## config.mk

```make
export PLATFORM = sky130hd
export DESIGN_NAME = dac_dual_front
export DESIGN_NICKNAME = d
export VERILOG_FILES = /design/src/rtl/dac_fe_pkg.sv /design/src/rtl/dac_fe_edge.sv /design/src/rtl/dac_fe_pace.sv /design/src/rtl/dac_fe_chan.sv /design/src/rtl/dac_dual_front.sv
export SDC_FILE = /design/constraint.sdc
export NUM_CORES = 1
export LEC_CHECK = 0
export ABC_AREA = 0
export BUFFER_PORTS_ARGS = -buffer_cell sky130_fd_sc_hd__buf_2
export CORE_MARGIN = 10
export CORE_UTILIZATION = 55
export CTS_BUF_LIST = sky130_fd_sc_hd__clkbuf_16
export CTS_CLUSTER_DIAMETER = 50
export DETAILED_ROUTE_END_ITERATION = 10
export PLACE_DENSITY = 0.83
export SYNTH_ARGS = -nofsm -noshare
export SYNTH_HDL_FRONTEND = slang
export SYNTH_SLANG_ARGS = --single-unit
```

## constraint.sdc

```tcl
create_clock -name clk -period 3.8 [get_ports clk]
set_input_delay 0.19 -clock clk [delete_from_list [all_inputs] [get_ports clk]]
set_output_delay 0.19 -clock clk [all_outputs]
set_load 0.01 [all_outputs]
```

## src/rtl/dac_fe_pkg.sv

```systemverilog
package dac_fe_pkg;
  typedef enum logic {
    MODE_SHARED = 1'b0,
    MODE_SPLIT  = 1'b1
  } fe_mode_e;

  localparam int unsigned NUM_CH     = 2;
  localparam int unsigned NUM_STROBE = 2 * NUM_CH;
endpackage

```

## src/rtl/dac_fe_edge.sv

```systemverilog
module dac_fe_edge #(
  parameter int unsigned N = 4
) (
  input  logic         clk,
  input  logic [N-1:0] lvl_i,
  output logic [N-1:0] rise_o
);
  logic [N-1:0] prev_q;

  for (genvar g = 0; g < N; g++) begin : g_bit
    always_ff @(posedge clk) prev_q[g] <= lvl_i[g];
    assign rise_o[g] = lvl_i[g] & ~prev_q[g];
  end
endmodule

```

## src/rtl/dac_fe_pace.sv

```systemverilog
module dac_fe_pace (
  input  logic clk,
  input  logic rst,
  input  logic en_i,
  input  logic sync_i,
  input  logic edge_i,
  output logic load_o
);
  logic armed_q;

  always_ff @(posedge clk) begin
    if (rst || !en_i)  armed_q <= 1'b1;
    else if (sync_i)   armed_q <= 1'b1;
    else if (edge_i)   armed_q <= ~armed_q;
  end

  assign load_o = en_i & ~sync_i & edge_i & armed_q;
endmodule

```

## src/rtl/dac_fe_chan.sv

```systemverilog
module dac_fe_chan #(
  parameter int unsigned W = 10
) (
  input  logic         clk,
  input  logic         rst,
  input  logic         cap_i,
  input  logic [W-1:0] cap_data_i,
  input  logic         xfer_i,
  output logic [W-1:0] code_o,
  output logic         load_o
);
  logic [W-1:0] stage_q;

  always_ff @(posedge clk) begin
    if (rst) begin
      stage_q <= '0;
      code_o  <= '0;
      load_o  <= 1'b0;
    end else begin
      load_o <= xfer_i;
      if (xfer_i) code_o  <= stage_q;
      if (cap_i)  stage_q <= cap_data_i;
    end
  end

  AST_HOLD_CODE: assert property (@(posedge clk) disable iff (rst)
    !xfer_i |=> $stable(code_o));
endmodule

```

## src/rtl/dac_dual_front.sv

```systemverilog
module dac_dual_front
  import dac_fe_pkg::*;
#(
  parameter int unsigned DATA_W = 10
) (
  input  logic              clk,
  input  logic              rst,
  input  logic              mode_dual_i,
  input  logic [DATA_W-1:0] port1_data_i,
  input  logic              wr1_i,
  input  logic              upd1_i,
  input  logic [DATA_W-1:0] port2_data_i,
  input  logic              wr2_i,
  input  logic              upd2_i,
  output logic [DATA_W-1:0] dac1_code_o,
  output logic [DATA_W-1:0] dac2_code_o,
  output logic              dac1_load_o,
  output logic              dac2_load_o
);
  localparam int unsigned IW1 = 0;
  localparam int unsigned IU1 = 1;
  localparam int unsigned IW2 = 2;
  localparam int unsigned IU2 = 3;

  fe_mode_e                mode_q;
  logic [NUM_STROBE-1:0]   rise;
  logic                    pair_load;
  logic                    split;
  logic [NUM_CH-1:0]       cap;
  logic [NUM_CH-1:0]       xfer;
  logic [DATA_W-1:0]       cap_data [NUM_CH];
  logic [DATA_W-1:0]       code     [NUM_CH];
  logic [NUM_CH-1:0]       load;

  always_ff @(posedge clk) begin
    if (rst) mode_q <= fe_mode_e'(mode_dual_i);
  end

  assign split = (mode_q == MODE_SPLIT);

  dac_fe_edge #(.N(NUM_STROBE)) u_edge (
    .clk    (clk),
    .lvl_i  ({upd2_i, wr2_i, upd1_i, wr1_i}),
    .rise_o (rise)
  );

  dac_fe_pace u_pace (
    .clk    (clk),
    .rst    (rst),
    .en_i   (~split),
    .sync_i (upd2_i),
    .edge_i (rise[IU1]),
    .load_o (pair_load)
  );

  always_comb begin
    if (split) begin
      cap[0]      = rise[IW1];
      cap[1]      = rise[IW2];
      xfer[0]     = rise[IU1];
      xfer[1]     = rise[IU2];
      cap_data[0] = port1_data_i;
      cap_data[1] = port2_data_i;
    end else begin
      cap[0]      = rise[IW1] & wr2_i;
      cap[1]      = rise[IW1] & ~wr2_i;
      xfer[0]     = pair_load;
      xfer[1]     = pair_load;
      cap_data[0] = port1_data_i;
      cap_data[1] = port1_data_i;
    end
  end

  for (genvar c = 0; c < NUM_CH; c++) begin : g_ch
    dac_fe_chan #(.W(DATA_W)) u_chan (
      .clk        (clk),
      .rst        (rst),
      .cap_i      (cap[c]),
      .cap_data_i (cap_data[c]),
      .xfer_i     (xfer[c]),
      .code_o     (code[c]),
      .load_o     (load[c])
    );
  end

  assign dac1_code_o = code[0];
  assign dac2_code_o = code[1];
  assign dac1_load_o = load[0];
  assign dac2_load_o = load[1];

  AST_LOAD_SRC1: assert property (@(posedge clk) disable iff (rst)
    dac1_load_o |-> $past(upd1_i));
  AST_LOAD_SRC2: assert property (@(posedge clk) disable iff (rst)
    (split && dac2_load_o) |-> $past(upd2_i));
  AST_PAIRED_LOAD: assert property (@(posedge clk) disable iff (rst)
    !split |-> (dac1_load_o == dac2_load_o));
  AST_SYNC_MUTE: assert property (@(posedge clk) disable iff (rst)
    (!split && upd2_i) |=> (!dac1_load_o && !dac2_load_o));
endmodule

```

==> reports/results.md, run 1 <==
* **critical path fanouts, max** 16
* **synthesized netlist cell count** 164
* **category of the worst setup path capture point** flop
* **CP Launch Type** flop
* **iteration-0 DRC count of the detailed router** 74
* **fraction of final layout cells with drive strength greater than 1** 0.333
* **power after layout** 1.06 mW
* **NumNets Final** 236
* **number of nets produced by synthesis** 191
* **maximum ir drop on the vdd rail** 0.000262 V
* **Worst Setup Slack, final** 1.59 ns
* **I/O pin count** 49
* **number of warnings issued by yosys** 0
* **largest cells by area after synthesis** dfxtp_1 (51%), mux2i_1 (22%), nor2_1 (9.0%)
* **Final Hold Fails** 0
* **transition time at the pin with the least slew margin** 1.17 ns
* **initial core utilization** 0.586
* **pin count of the biggest net entering global routing** 45
* **Post-synth ARST share** 0
* **area taken by multi-input logic gates** 797 um^2
* **vias per cell** 5.09
* **depth of the CTS H-tree** 2
* **Layout Skew** 0.00252 ns
* **TritonCTS clock tree** done
* **commonest register cell after synthesis** dfxtp_1
* **DRC violation count after routing** 0
* **number of buffers on the longest clock path** 2
* **number of fill cells** 252
* **run status** finished, final reports clean
* **data arrival time of the worst path** 2.36 ns
* **class of the tightest hold or removal check** input pin to flop
* **minimum setup slack among reg-to-reg paths** 1.59 ns
* **pre-CTS setup slack** 1.60 ns
* **first-pass detailed-route iteration total** 4
* **vias in the first global route** 1360
* **required time worst endpoint** 3.95 ns
* **routed wire length** 3900 um
* **fmax** 0.453 GHz
* **overall overflow remaining after global route** 0
* **unrepaired setup endpoints after global routing** false
* **clk sinks** 48
* **part of the cycle the worst path needs** 0.582
* **vertical die dimension** 77.7 um
* **number of distinct library cells after synthesis** 19
* **number of failing setup endpoints in the final timing report** 0
* **Pwr Density** 480 mW/mm^2
* **clock latency on the worst-skew pair** 0.29 ns
* **Mapped Area** 0.00183 mm^2
* **number of post-CTS setup repair buffers** 0
* **GRT Total Usage** 0.134
* **number of violations of the max-capacitance limit** 0
* **part of the Yosys area used for sequential elements** 0.530
* **final worst path period need** 2.21 ns
* **Horiz. Die Dim** 77.7 um
* **cts bufs inserted** 5
* **post-cts resize count** 0
* **post-detailed-route count of antenna-violating nets** 0
* **total leakage power** 1.07 nW
* **WL per Instance** 15.4 um
* **number of synthesized flops with an enable pin** 1
* **clock slew at reported path FFs** 0.06 ns
* **cell accounting for the most synthesized area** dfxtp_1
* **sum of net half-perimeters after detailed placement** 2940 um
* **Die Footprint** 0.00604 mm^2
* **Layout Area Growth over Synthesis** 20.6%
* **count of state elements after synthesis** 48
* **worst max-slew margin expressed relative to the limit** 0.216
* **FP Rows** 20
* **PortBufs** 48
* **mean post-synth cell area** 11.2 um^2
* **root buffer cell** clkbuf_16
* **Register Area** 971 um^2
* **global-route wire length before repair** 6410 um
* **number of buffers added to fix hold violations after cts** 0
* **area of the core** 0.00313 mm^2
* **final max-slew violation count** 0
* **WS Path Type** flop to flop
* **antenna violations before repair** 0
* **share of Yosys cell area claimed by the top area cell type** 0.514
* **total negative slack** 0 ns
* **total number of vias** 1293
* **Inserted Diodes** 0
* **placer's final routability congestion estimate** 0.797
-- path summary, 6_finish.rpt --
kind	startpoint	to	cells after the start
worst max register to register	mode_q$_DFFE_PP_	g_ch[0].u_chan.code_o[2]$_SDFFE_PP0P_	3
worst min-delay path	wr1_i	u_edge.prev_q[0]$_DFF_P_	1
worst min register to register	g_ch[1].u_chan.code_o[8]$_SDFFE_PP0P_	g_ch[1].u_chan.code_o[8]$_SDFFE_PP0P_	2
worst max-delay path	mode_q$_DFFE_PP_	g_ch[0].u_chan.code_o[2]$_SDFFE_PP0P_	3
-- area by class of cell --
class | count | share of cell area
Tap cell | 44 | 0.0249
Clock inverter | 3 | 0.00623
Clock buffer | 5 | 0.0566
Sequential cell | 48 | 0.439
Multi-Input combinational cell | 105 | 0.361
Timing Repair Buffer | 49 | 0.112
-- cells in the final DEF, fill, tap and decap left out --
master     netlist  final
buf_2            3     48
dfxtp_1         47     47
nor2_1          44     44
mux2i_1         40     40
a211oi_2        10     10
clkbuf_16        0      5
nand3b_1         2      2
clkinv_2         0      2
nand2b_1         1      1
o31ai_2          1      1
nor2_4           1      1
nor2b_1          1      1
and2b_1          1      1
o21ai_1          1      1
and3b_4          1      1
a31oi_4          1      1
xnor2_1          1      1
clkinv_1         0      1
edfxtp_1         1      1
buf_4            1      1
-- critical path, cell delays in order, from the launching register on --
cell and delay (ns):
edfxtp_1 0.69, o21ai_1 1.03, mux2i_1 0.29, nor2_1 0.06
-- synth_stat cells (2+ instances only) --
master and number:
dfxtp_1 47, nor2_1 44, a211oi_2 10, nand3b_1 2, mux2i_1 40, clkbuf_1 5
buf_6 2, buf_2 3
-- state kept, by name, indices dropped and copies added (netlist names) --
name / flops
u_edge.prev_q: 4
g_ch.u_chan.load_o: 2
g_ch.u_chan.code_o: 20
g_ch.u_chan.stage_q: 20
u_pace.armed_q: 1
mode_q: 1
-- metal layers --
layer  GRT usage  wire (um)  share of wire  vias to the layer above
met2       0.220       1870           0.48                       43
met3      0.0737        343          0.088                        8
met5           0          0              0                        -
li1            -          -              -                      642
met4      0.0639         92          0.024                        0
met1       0.136       1590           0.41                      600
-- per-stage QoR --
step	hold slack [ns]	utilization	area, um^2	std cells
after detailed placement	0.314	0.662	2070	246
final	0.0187	0.706	2210	254
after global routing	0.0192	0.706	2210	254
after floorplan	0.218	-	1830	164
after global placement	0.305	0.662	2070	246
after CTS	0.0154	0.706	2210	254
-- power breakdown --
part | leakage [nW] | internal (mW) | switching, mW
combinational | 0.605 | 0.0485 | 0.0563
sequential | 0.393 | 0.527 | 0.0148
clock | 0.0710 | 0.239 | 0.175
-- logic make-up (layout without fill, tap and decap cells) --
family	after synthesis	after routing	share of synthesized area
AO/OA/AOI/OAI	13	13	0.0895
XOR/XNOR	1	1	0.00478
AND/OR/NAND/NOR	51	51	0.122
buffers and inverters	11	57	0.0348
multiplexers	40	40	0.219
flip-flops	48	48	0.530
(Power assumes the default switching activity.)
==> run 2: changes to the inputs <==
--- a/config.mk
+++ b/config.mk
@@ -8,11 +8,11 @@
 export ABC_AREA = 0
 export BUFFER_PORTS_ARGS = -buffer_cell sky130_fd_sc_hd__buf_2
 export CORE_MARGIN = 10
-export CORE_UTILIZATION = 55
+export CORE_UTILIZATION = 46
 export CTS_BUF_LIST = sky130_fd_sc_hd__clkbuf_16
 export CTS_CLUSTER_DIAMETER = 50
 export DETAILED_ROUTE_END_ITERATION = 10
-export PLACE_DENSITY = 0.83
+export PLACE_DENSITY = 0.74
 export SYNTH_ARGS = -nofsm -noshare
 export SYNTH_HDL_FRONTEND = slang
 export SYNTH_SLANG_ARGS = --single-unit
==> constraint.sdc (replaced) <==
create_clock -name clk -period 1.9 [get_ports clk]
set_input_delay 0.095 -clock clk [delete_from_list [all_inputs] [get_ports clk]]
set_output_delay 0.095 -clock clk [all_outputs]
set_load 0.01 [all_outputs]
==> run 2 against run 1 <==
Via count decreased by 1.2%. Maximum frequency increased by 40%. Clock skew increased by 0.0029 ns. Clock-buffer cell count unchanged. Clock power increased by 99%. Non-clock buffer count increased by 9. Global-route usage decreased by 2.5 points. Design area increased by 4.3%. Combinational power increased by 120%. Cell count increased by 5.1%. Setup slack got worse by 1.3 ns. First-iteration DRC count decreased by 27%.
==> reports/results.md, run 2 (same netlist as run 1, synthesis figures left out) <==
* **run status** finished, final reports clean
* **CP Launch Type** flop
* **post-detailed-route count of antenna-violating nets** 0, unchanged
* **first-pass detailed-route iteration total** 4, unchanged
* **number of cells on the worst reg-to-reg path** 4, +1
* **number of failing setup endpoints in the final timing report** 0, unchanged
* **routed wire length** 3780 um, -3.2%
* **Inserted Diodes** 0, unchanged
* **category of the worst setup path capture point** flop
* **class of the tightest hold or removal check** input pin to flop
* **Layout Area Growth over Synthesis** 25.8%
* **area taken by multi-input logic gates** 806 um^2, +1.1%
* **fmax** 0.632 GHz, +40%
* **transition time at the pin with the least slew margin** 0.545 ns, -0.623 ns
* **final max-slew violation count** 0, unchanged
* **cts bufs inserted** 5, unchanged
* **Horiz. Die Dim** 83.1 um, +6.9%
* **startpoint of the most critical register-to-register path** mode_q$_DFFE_PP_
* **iteration-0 DRC count of the detailed router** 54, -27%
* **Die Footprint** 0.00691 mm^2, +14%
* **final worst path period need** 1.58 ns, -0.628 ns
* **clock slew at reported path FFs** 0.06 ns, about the same
* **maximum ir drop on the vdd rail** 0.000624 V, +140%
* **commonest cells after routing, fill and taps aside** buf_2 (48), dfxtp_1 (47), nor2_1 (44)
* **I/O pin count** 49, unchanged
* **post-route standard cell area excluding fillers** 0.00230 mm^2, +4.3%
* **placer's final routability congestion estimate** 0.671, -16%
* **post-cts resize count** 0, unchanged
* **WS Path Type** flop to flop
* **WL per Instance** 14.1 um, -7.9%
* **total number of vias** 1277, -1.2%
* **critical path fanouts, max** 11, -5
* **capturing instance or port of the critical path** g_ch[1].u_chan.code_o[3]$_SDFFE_PP0P_
* **total negative slack** 0 ns, unchanged
* **clock latency on the worst-skew pair** 0.28 ns, about the same
* **data arrival time of the worst path** 1.76 ns, -0.60 ns
* **vias in the first global route** 1310, -3.7%
* **number of buffers added to fix hold violations after cts** 5, +5
* **number of fill cells** 342, +36%
* **unrepaired setup endpoints after global routing** false
* **required time worst endpoint** 2.07 ns, -1.88 ns
* **pin count of the biggest net entering global routing** 29, -36%
* **part of the cycle the worst path needs** 0.833, +0.251
* **vertical die dimension** 83.1 um, +6.9%
* **DRC violation count after routing** 0, unchanged
* **PortBufs** 48, unchanged
* **FP Rows** 22, +10%
* **total leakage power** 1.11 nW, +3.6%
* **NumNets Final** 245, +3.8%
* **placed cell area** 0.00211 mm^2, +2.1%
* **global-route wire length before repair** 6340 um, -1.1%
* **area of the core** 0.00374 mm^2, +20%
* **sum of net half-perimeters after detailed placement** 2730 um, -7.0%
* **most common cell after layout, fill and taps aside** buf_2
* **number of post-CTS setup repair buffers** 0, unchanged
* **fraction of final layout cells with drive strength greater than 1** 0.333, unchanged
* **clk sinks** 48, unchanged
* **worst max-slew margin expressed relative to the limit** 0.637, +0.421
* **Register Area** 971 um^2, unchanged
* **GRT Total Usage** 0.109, -0.0249
* **initial core utilization** 0.489, -0.0963
* **number of violations of the max-capacitance limit** 0, unchanged
* **TritonCTS clock tree** done
* **root buffer cell** clkbuf_16
* **overall overflow remaining after global route** 0, unchanged
* **Final Hold Fails** 0, unchanged
* **leading registers by flop count** g_ch.u_chan.code_o: 20 flops, g_ch.u_chan.stage_q: 20 flops, u_edge.prev_q: 4 flops
* **depth of the CTS H-tree** 2, unchanged
* **vias per cell** 4.78, -6.0%
* **number of buffers on the longest clock path** 2, unchanged
* **endpoint of the most critical register-to-register path** g_ch[1].u_chan.code_o[3]$_SDFFE_PP0P_
* **Pwr Density** 925 mW/mm^2, +93%
* **startpoint of the worst setup timing path** mode_q$_DFFE_PP_
* **antenna violations before repair** 0, unchanged
* **minimum setup slack among reg-to-reg paths** 0.32 ns, -1.27 ns
* **Layout Skew** 0.00547 ns, +0.00295 ns
## run 2: final cells by class
class | instances | area share
clock buffer | 5 | 0.0543
clock inverter | 3 | 0.00651
multi-input combinational | 105 | 0.350
sequential | 48 | 0.421
tap | 48 | 0.0261
timing repair buffer | 58 | 0.142
## run 2: worst min-delay path by stage
stage                         start                                     end  slack [ns]  cells past startpoint
floorplan                     wr1_i                u_edge.prev_q[0]$_DFF_P_        0.12                      0
global placement             upd1_i                u_edge.prev_q[1]$_DFF_P_        0.21                      1
detailed placement           upd1_i                u_edge.prev_q[1]$_DFF_P_        0.21                      1
CTS                 port1_data_i[6]  g_ch[0].u_chan.stage_q[6]$_SDFFE_PP0P_        0.06                      3
global route        port1_data_i[6]  g_ch[0].u_chan.stage_q[6]$_SDFFE_PP0P_         0.1                      3
finish              port1_data_i[6]  g_ch[0].u_chan.stage_q[6]$_SDFFE_PP0P_        0.07                      3
## run 2: metrics by stage
| step | setup slack (ns) | utilization | std cells | hold WS [ns] | power [mW] |
|---|---|---|---|---|---|
| finish | 0.318 | 0.616 | 267 | 0.0668 | 2.13 |
| global route | 0.208 | 0.616 | 267 | 0.0960 | 2.21 |
| CTS | 0.308 | 0.616 | 267 | 0.0615 | 2.15 |
| detailed placement | 0.313 | 0.565 | 254 | 0.214 | 1.32 |
| global placement | 0.335 | 0.565 | 254 | 0.212 | 1.32 |
| floorplan | 0.537 | - | 164 | 0.123 | 1.25 |
## run 2: worst max-delay path, cell delays in order (launching register included)
cell	delay, ns
edfxtp_1	0.50
and3b_4	0.25
a31oi_4	0.40
mux2i_1	0.26
nor2_1	0.06
## run 2: power by group
part           internal, mW  total [mW]  switching, mW
Clock                 0.478       0.825          0.348
Combinational         0.109       0.229          0.120
Sequential             1.05        1.08         0.0237
## run 2: per-layer routing
layer | wire length, um | GRT usage | vias to the layer above
li1 | - | - | 661
met1 | 1830 | 0.138 | 575
met2 | 1560 | 0.154 | 35
met3 | 346 | 0.0596 | 6
met4 | 42 | 0.0323 | 0
met5 | 0 | 0 | -
